`config.mk`:
```
export PLATFORM = sky130hd
export DESIGN_NAME = cfgld_top
export DESIGN_NICKNAME = d
export VERILOG_FILES = /design/src/rtl/cfgld_pkg.sv /design/src/rtl/cfgld_header.sv /design/src/rtl/cfgld_frames.sv /design/src/rtl/cfgld_lencnt.sv /design/src/rtl/cfgld_top.sv
export SDC_FILE = /design/constraint.sdc
export NUM_CORES = 1
export LEC_CHECK = 0
export BUFFER_PORTS_ARGS = -buffer_cell sky130_fd_sc_hd__buf_4
export CAP_MARGIN = 10
export CORE_ASPECT_RATIO = 1.25
export CORE_MARGIN = 10
export CORE_UTILIZATION = 40
export CTS_CLUSTER_SIZE = 30
export DETAILED_ROUTE_END_ITERATION = 10
export GPL_TIMING_DRIVEN = 0
export HOLD_SLACK_MARGIN = 0.08
export MAX_ROUTING_LAYER = met4
export PLACE_DENSITY_LB_ADDON = 0.3
export SYNTH_ARGS = -nofsm -noshare
export SYNTH_HDL_FRONTEND = slang
export SYNTH_HIERARCHICAL = 1
export SYNTH_SLANG_ARGS = --single-unit
```
`constraint.sdc`:
```
create_clock -name clk -period 5.5 [get_ports clk]
set_clock_uncertainty 0.2 [all_clocks]
set_input_delay 0.275 -clock clk [delete_from_list [all_inputs] [get_ports clk]]
set_output_delay 0.275 -clock clk [all_outputs]
set_load 0.1 [all_outputs]
```
`src/rtl/cfgld_pkg.sv`:
```
// Package: shared constants and state types for the configuration loader.
// Assumes serial data arrives one bit per clock, earliest bit first.
package cfgld_pkg;
    localparam logic [3:0] START_CODE = 4'b0010;
    localparam logic [3:0] CHECK_CODE = 4'b0110;
    localparam int         CHECK_W    = 4;
    localparam int         TAIL_CLKS  = 4;

    typedef enum logic [1:0] {
        HS_HUNT  = 2'd0,
        HS_LEN   = 2'd1,
        HS_DONE  = 2'd2
    } hdr_state_t;
endpackage

```
`src/rtl/cfgld_header.sv`:
```
// Module: cfgld_header
// Hunts for the start code in the serial stream, ignoring idle fill, and then
// shifts in the LEN_W-bit length word MSB first. hdr_done is a level that
// stays high after the final length bit until reset.
// Assumes one valid bit on every clock.
module cfgld_header
    import cfgld_pkg::*;
#(
    parameter int LEN_W = 24
) (
    input  logic             clk,
    input  logic             rst_n,
    input  logic             din,
    output logic             hdr_done,
    output logic [LEN_W-1:0] length
);
    localparam int NB_W = $clog2(LEN_W + 1);

    hdr_state_t      st;
    logic [3:0]      window;
    logic [NB_W-1:0] nbits;
    logic [3:0]      window_nxt;

    // Purpose: candidate start-code window including the current bit.
    always_comb begin
        window_nxt = {window[2:0], din};
    end

    // Purpose: header state, code window, length shift register.
    always_ff @(posedge clk) begin
        if (!rst_n) begin
            st     <= HS_HUNT;
            window <= '1;
            nbits  <= '0;
            length <= '0;
        end else begin
            case (st)
                HS_HUNT: begin
                    window <= window_nxt;
                    if (window_nxt == START_CODE) begin
                        st    <= HS_LEN;
                        nbits <= '0;
                    end
                end
                HS_LEN: begin
                    length <= {length[LEN_W-2:0], din};
                    nbits  <= nbits + 1'b1;
                    if (nbits == NB_W'(LEN_W - 1)) begin
                        st <= HS_DONE;
                    end
                end
                default: begin
                    st <= HS_DONE;
                end
            endcase
        end
    end

    assign hdr_done = (st == HS_DONE);

    AST_IDLE_ONE_IGNORED: assert property (@(posedge clk) disable iff (!rst_n)
        (st == HS_HUNT && din) |=> (st == HS_HUNT));
    AST_LEN_FROZEN: assert property (@(posedge clk) disable iff (!rst_n)
        hdr_done |=> $stable(length));
endmodule

```
`src/rtl/cfgld_frames.sv`:
```
// Module: cfgld_frames
// Walks NUM_FRAMES frames of (start bit, FRAME_BITS data, 4 check bits).
// Strobes data bits, pulses per good frame, flags errors (sticky) and
// captures the clock-select bit of the first frame.
// Assumes en rises on the clock carrying the first start bit and stays high.
module cfgld_frames
    import cfgld_pkg::*;
#(
    parameter int FRAME_BITS = 8,
    parameter int NUM_FRAMES = 3,
    parameter int FAST_POS   = 1
) (
    input  logic clk,
    input  logic rst_n,
    input  logic en,
    input  logic din,
    output logic dat_vld,
    output logic dat_bit,
    output logic frm_pulse,
    output logic err,
    output logic all_done,
    output logic fast_sel
);
    localparam int LAST_POS = FRAME_BITS + CHECK_W;
    localparam int POS_W    = $clog2(LAST_POS + 1);
    localparam int IDX_W    = $clog2(NUM_FRAMES + 1);

    logic [POS_W-1:0] pos;
    logic [IDX_W-1:0] idx;
    logic [POS_W-1:0] rel;
    logic             in_start;
    logic             in_data;
    logic             exp_chk;
    logic             bad;
    logic             active;
    logic             at_last;

    // Purpose: decode the field of the current bit and detect a mismatch.
    always_comb begin
        in_start = (pos == '0);
        in_data  = (pos != '0) && (pos <= POS_W'(FRAME_BITS));
        rel      = pos - POS_W'(FRAME_BITS + 1);
        exp_chk  = CHECK_CODE[2'd3 - rel[1:0]];
        bad      = in_start ? din : (!in_data && (din != exp_chk));
        active   = en && !all_done && !err;
        at_last  = (pos == POS_W'(LAST_POS));
    end

    // Purpose: frame position, frame index, error and completion tracking.
    always_ff @(posedge clk) begin
        if (!rst_n) begin
            pos      <= '0;
            idx      <= '0;
            err      <= 1'b0;
            all_done <= 1'b0;
        end else if (active) begin
            if (bad) begin
                err <= 1'b1;
            end else if (at_last) begin
                pos <= '0;
                idx <= idx + 1'b1;
                if (idx == IDX_W'(NUM_FRAMES - 1)) begin
                    all_done <= 1'b1;
                end
            end else begin
                pos <= pos + 1'b1;
            end
        end
    end

    // Purpose: registered data strobe, data bit and good-frame pulse.
    always_ff @(posedge clk) begin
        if (!rst_n) begin
            dat_vld   <= 1'b0;
            dat_bit   <= 1'b0;
            frm_pulse <= 1'b0;
        end else begin
            dat_vld   <= active && in_data;
            frm_pulse <= active && at_last && !bad;
            if (active && in_data) begin
                dat_bit <= din;
            end
        end
    end

    generate
        if (FAST_POS < FRAME_BITS) begin : g_fast
            // Purpose: latch the clock-select bit from the first frame.
            always_ff @(posedge clk) begin
                if (!rst_n) begin
                    fast_sel <= 1'b0;
                end else if (active && idx == '0 && pos == POS_W'(FAST_POS + 1)) begin
                    fast_sel <= din;
                end
            end
        end else begin : g_nofast
            assign fast_sel = 1'b0;
        end
    endgenerate

    AST_QUIET_AFTER_ERR: assert property (@(posedge clk) disable iff (!rst_n)
        err |=> (!dat_vld && !frm_pulse));
    AST_PULSE_XOR_DATA: assert property (@(posedge clk) disable iff (!rst_n)
        $onehot0({frm_pulse, dat_vld}));
    AST_NO_PULSE_ON_ERR: assert property (@(posedge clk) disable iff (!rst_n)
        $rose(err) |-> !frm_pulse);
endmodule

```
`src/rtl/cfgld_lencnt.sv`:
```
// Module: cfgld_lencnt
// Down-counts the captured length once enabled, then runs a fixed tail of
// extra clocks; done stays high afterwards. Loads the length on its first
// enabled clock, so the length input must be stable by then.
module cfgld_lencnt
    import cfgld_pkg::*;
#(
    parameter int LEN_W = 24
) (
    input  logic             clk,
    input  logic             rst_n,
    input  logic             en,
    input  logic [LEN_W-1:0] length,
    output logic             done
);
    localparam int TAIL_W = $clog2(TAIL_CLKS + 1);

    logic              started;
    logic [LEN_W-1:0]  cnt;
    logic [LEN_W-1:0]  cur;
    logic [TAIL_W-1:0] tail;

    // Purpose: current remaining count, taking the length before the first load.
    always_comb begin
        cur = started ? cnt : length;
    end

    // Purpose: length down-counter followed by the tail counter.
    always_ff @(posedge clk) begin
        if (!rst_n) begin
            started <= 1'b0;
            cnt     <= '0;
            tail    <= '0;
        end else if (en) begin
            started <= 1'b1;
            if (cur != '0) begin
                cnt <= cur - 1'b1;
            end else begin
                cnt <= cur;
                if (tail != TAIL_W'(TAIL_CLKS)) begin
                    tail <= tail + 1'b1;
                end
            end
        end
    end

    assign done = (tail == TAIL_W'(TAIL_CLKS));

    AST_TAIL_AFTER_ZERO: assert property (@(posedge clk) disable iff (!rst_n)
        (tail != '0) |-> (started && cnt == '0));
    AST_DONE_HOLDS: assert property (@(posedge clk) disable iff (!rst_n)
        done |=> done);
endmodule

```
`src/rtl/cfgld_top.sv`:
```
// Module: cfgld_top
// Configuration bitstream loader: header detection, length count, frame
// checking and daisy-chain output steering. All outputs are registered.
// Assumes one serial bit per clock; writing frames to memory is done elsewhere.
module cfgld_top
    import cfgld_pkg::*;
#(
    parameter int LEN_W      = 24,
    parameter int FRAME_BITS = 8,
    parameter int NUM_FRAMES = 3,
    parameter int FAST_POS   = 1
) (
    input  logic             clk,
    input  logic             rst_n,
    input  logic             cfg_din,
    output logic             chain_dout,
    output logic [LEN_W-1:0] len_word,
    output logic             len_valid,
    output logic             dat_vld,
    output logic             dat_bit,
    output logic             frame_pulse,
    output logic             init_n,
    output logic             fast_clk_sel,
    output logic             load_done
);
    logic hdr_done;
    logic frm_err;
    logic frm_all;

    cfgld_header #(.LEN_W(LEN_W)) u_hdr (
        .clk      (clk),
        .rst_n    (rst_n),
        .din      (cfg_din),
        .hdr_done (hdr_done),
        .length   (len_word)
    );

    cfgld_frames #(
        .FRAME_BITS (FRAME_BITS),
        .NUM_FRAMES (NUM_FRAMES),
        .FAST_POS   (FAST_POS)
    ) u_frm (
        .clk       (clk),
        .rst_n     (rst_n),
        .en        (hdr_done),
        .din       (cfg_din),
        .dat_vld   (dat_vld),
        .dat_bit   (dat_bit),
        .frm_pulse (frame_pulse),
        .err       (frm_err),
        .all_done  (frm_all),
        .fast_sel  (fast_clk_sel)
    );

    cfgld_lencnt #(.LEN_W(LEN_W)) u_len (
        .clk    (clk),
        .rst_n  (rst_n),
        .en     (hdr_done && !frm_err),
        .length (len_word),
        .done   (load_done)
    );

    // Purpose: pass data downstream except while this device owns the stream.
    always_ff @(posedge clk) begin
        if (!rst_n) begin
            chain_dout <= 1'b1;
        end else begin
            chain_dout <= (!hdr_done || (frm_all && !frm_err)) ? cfg_din : 1'b1;
        end
    end

    assign len_valid = hdr_done;
    assign init_n    = !frm_err;

    AST_CHAIN_HIGH_OWN: assert property (@(posedge clk) disable iff (!rst_n)
        (hdr_done && !frm_all) |=> chain_dout);
    AST_DONE_NEEDS_HDR: assert property (@(posedge clk) disable iff (!rst_n)
        load_done |-> len_valid);
endmodule

```
==> parameters.txt <==
Parameter                              Value

Final layout
  Antenna cells    0
  Reg area    between 0.0015 and 0.002 mm^2
  Multi-input gate area in the final layout    between 0.002 and 0.003 mm^2
  Count of nets after finishing    approximately 630
  Post-route insts no fill    ~750
  Finished Core Util    48.1%
  Ratio of cells with drive above 1 in the final layout    between 10% and 20%
  Final instance area    ~0.0051 mm^2
  Number of filler instances in the final layout    ~1,100
  Synth-to-Final Area Change    16.9%

Detailed routing
  Met3 WL    ~1100 um
  Total via count after detailed routing    between 4,000 and 5,000
  Drt first-iter violations    434
  Post-Route WL    around 14,000 um
  Routed length on met2    approximately 7000 um
  Length of routed wiring on met1    between 5000 and 6000 um
  Detail Route Antenna Nets    0
  Per-cell via count in the routed design    6.30
  Average wire per cell in the routed design    between 15 and 20 um
  DRC violations left    0
  Uppermost layer routed    met4
  Total iterations of the first detailed-routing run    7

Clock tree
  TritonCTS clock tree    yes
  H-tree level count    3
  Clock slew at reported path FFs    60 ps
  CTS Root Cell    sky130_fd_sc_hd__clkbuf_16
  Clk Latency, worst-skew pair    about 340 ps
  CTS Sinks    75
  Number of buffers created by CTS    9
  Total setup buffers inserted after CTS    0
  Worst-case clock buffer depth    2

Synthesis
  Net count of the mapped netlist    ~580
  Asr flop ratio synth    0%
  Portion of the post-synthesis area used by sequential elements    34.2%
  Cells after Synth    between 500 and 600
  Count of warnings emitted by yosys    6
  Synthesized cell area    roughly 0.0044 mm^2
  Synth Flop Type    sky130_fd_sc_hd__dfxtp_1
  Number of enable-type register cells in the synthesized netlist    0
  Number of distinct library cells after synthesis    74
  FF+latch count, synth    75
  Mean area per synthesized cell    roughly 7.7 um^2

Global routing
  Total congestion overflow after global routing    0
  Vias in the first global route    about 4,400
  First-pass GRT wire length    about 23,000 um
  Initial antenna violation count    0
  Total global routing track utilization    between 10% and 20%
  Pin count of the biggest net entering global routing    15

Worst setup path
  CP Launch Type    flip-flop
  Critical path data arrival time    5130 ps
  Crit Path Class    reg2reg
  Depth of the worst register-to-register path    13
  Worst setup EP type    flip-flop
  Required @ worst endpoint    between 5000 and 6000 ps
  Biggest fanout along the worst timing path    10

Place
  Number of placed cells counting well taps    ~730
  Routability congestion estimate from global placement    ~0.94
  PortBufs    34
  DPL Wire Length    just over 10,000 um
  Instance area at placement    a little under 0.005 mm^2

Hold path
  Min-delay worst type    reg2reg
  Hold Path Depth    2

Floorplan
  Floorplan die area    approximately 0.016 mm^2
  Die height    approximately 140 um
  Core box area    ~0.011 mm^2
  Number of ports placed on the die boundary    35
  Row cnt    42
  Starting density of the core    41.2%
  Overall die width    about 110 um

Timing
  Actual transition at the worst max-transition pin    757 ps
  Fraction of the cycle the final worst path needs    92.6%
  Summed negative setup slack over all endpoints    0 ps
  Relative slew slack    around half
  Time the final worst path needs with I/O delays and setup    5090 ps
  Max-slew violation total from the final report    0
  Final hold viol count    0
  Final setup violation count    0
  Unrepaired setup endpoints after global routing    no
  Maximum operating frequency    about 200 MHz

Outcome
  Run status    completed

Run
  Max Cap Violations    0

Power
  VDD IR-drop max    ~150 uV
  Cell Pwr Density    ~230 mW/mm^2
  Static leakage    0.00190 uW
-- state kept, by name, indices dropped and copies added (netlist names) --
register / count
u_hdr/window: 3
u_frm/idx: 2
u_frm/err: 1
u_hdr/st: 2
u_frm/pos: 4
u_frm/frm_pulse: 1
u_frm/fast_sel: 1
u_hdr/nbits: 5
u_len/tail: 3
u_len/started: 1
u_frm/dat_vld: 1
chain_dout: 1
u_frm/all_done: 1
u_hdr/length: 24
u_len/cnt: 24
u_frm/dat_bit: 1
-- layer usage --
layer	vias up	GRT usage (%)
li1	2182	-
met1	2262	21.2
met2	234	31.0
met3	61	3.15
met4	0	7.27
met5	-	-
-- per-stage QoR --
stage                     total power [uW]  setup WS [ps]  hold WS, ps
after floorplan                        576           1460          173
after global placement                 587            330          258
after detailed placement               588            329          268
after CTS                             1190            307          278
after global routing                  1220            163          310
final                                 1180            408          274
-- critical path, stage by stage, from the launching register on --
cell and delay (ps):
sky130_fd_sc_hd__dfxtp_1 320, sky130_fd_sc_hd__buf_6 130, sky130_fd_sc_hd__clkbuf_1 420, sky130_fd_sc_hd__clkbuf_1 500
sky130_fd_sc_hd__buf_1 540, sky130_fd_sc_hd__clkbuf_2 430, sky130_fd_sc_hd__mux2i_1 360, sky130_fd_sc_hd__ha_1 340
sky130_fd_sc_hd__o21ai_0 260, sky130_fd_sc_hd__or4_1 500, sky130_fd_sc_hd__buf_2 190, sky130_fd_sc_hd__nor4_4 290
sky130_fd_sc_hd__mux2i_1 140, sky130_fd_sc_hd__a2111oi_2 350
-- report_power, final --
| group | total [uW] | switching, uW | internal, uW |
|---|---|---|---|
| Combinational | 32.1 | 24.9 | 7.17 |
| Clock | 605 | 250 | 355 |
| Sequential | 545 | 0.695 | 544 |
-- synth_stat cells, types with 4 or more instances --
master	n	area, um^2
sky130_fd_sc_hd__nand4_1	4	25.0
sky130_fd_sc_hd__a22o_1	4	35.0
sky130_fd_sc_hd__o21ai_0	24	120
sky130_fd_sc_hd__mux2_2	4	45.0
sky130_fd_sc_hd__nor2_1	29	109
sky130_fd_sc_hd__and3_1	4	25.0
sky130_fd_sc_hd__nor3b_1	5	37.5
sky130_fd_sc_hd__dfxtp_1	75	1500
sky130_fd_sc_hd__nand2_1	70	263
sky130_fd_sc_hd__ha_1	10	125
sky130_fd_sc_hd__nand3_1	57	285
sky130_fd_sc_hd__nor3_1	39	195
sky130_fd_sc_hd__buf_2	7	35.0
sky130_fd_sc_hd__inv_1	16	60.1
sky130_fd_sc_hd__a21o_1	4	30.0
sky130_fd_sc_hd__o211ai_1	7	52.6
sky130_fd_sc_hd__nor4_1	11	68.8
sky130_fd_sc_hd__mux2i_1	15	150
sky130_fd_sc_hd__clkbuf_1	28	105
sky130_fd_sc_hd__a21oi_1	53	265
sky130_fd_sc_hd__xnor2_1	4	35.0
sky130_fd_sc_hd__a211oi_1	5	37.5
sky130_fd_sc_hd__or4_1	4	30.0
sky130_fd_sc_hd__nor2b_1	4	25.0
sky130_fd_sc_hd__or3_1	11	68.8
-- path summary, 6_finish.rpt --
path              slack [ps]            end     startpoint
setup / recovery         410  u_len/cnt[22]  u_len/started
hold / removal           270   u_len/cnt[1]   u_len/cnt[1]
setup reg to reg         410  u_len/cnt[22]  u_len/started
hold reg to reg          270   u_len/cnt[1]   u_len/cnt[1]
-- timing repair --
action / CTS / global route
hold buffers: 2 / 0
resized for setup: 0 / 2
setup endpoints to repair: 0 / 1
endpoints found under the hold margin: 6 / 0
-- cells in the final DEF (no fill, tap or decap), drive strengths merged, types with 3 or more instances in the layout --
cell type and count:
inv 19, xnor2 4, a211oi 5, mux2i 15, nor4 12, nor4b 3, o22ai 3, a22o 4
nor3b 5, dfxtp 75, a21oi 53, o21a 3, nor2 29, clkinv 3, nor2b 4, nand2b 3
nor3 39, clkbuf 38, a311oi 3, o211ai 7, o21ai 25, or2 3, ha 10, mux2 4
a21o 4, nand4 4, nand3 57, buf 46, or3 12, nand3b 3, and3 4, nand2 70
or4 5
-- final cells by class --
class	instances	area share, %
multi-input combinational	435	51.5
sequential	75	29.2
timing repair buffer	36	5.36
clock buffer	9	4.39
buffer	41	3.58
tap	132	3.22
clock inverter	7	1.49
inverter	17	1.24
-- cells by family after synthesis --
group                      count (synthesis)  share of synthesized area [%]
AOI/OAI and AO/OA                        136                           20.3
xor gates and xnor gates                   7                           1.77
adders and majority gates                 10                           2.85
buffers and inverters                     58                           5.61
DFF                                       75                           34.2
muxes                                     19                           4.45
and+or+nand+nor                          263                           30.8
No activity file was read; power rests on OpenSTA's default activity.
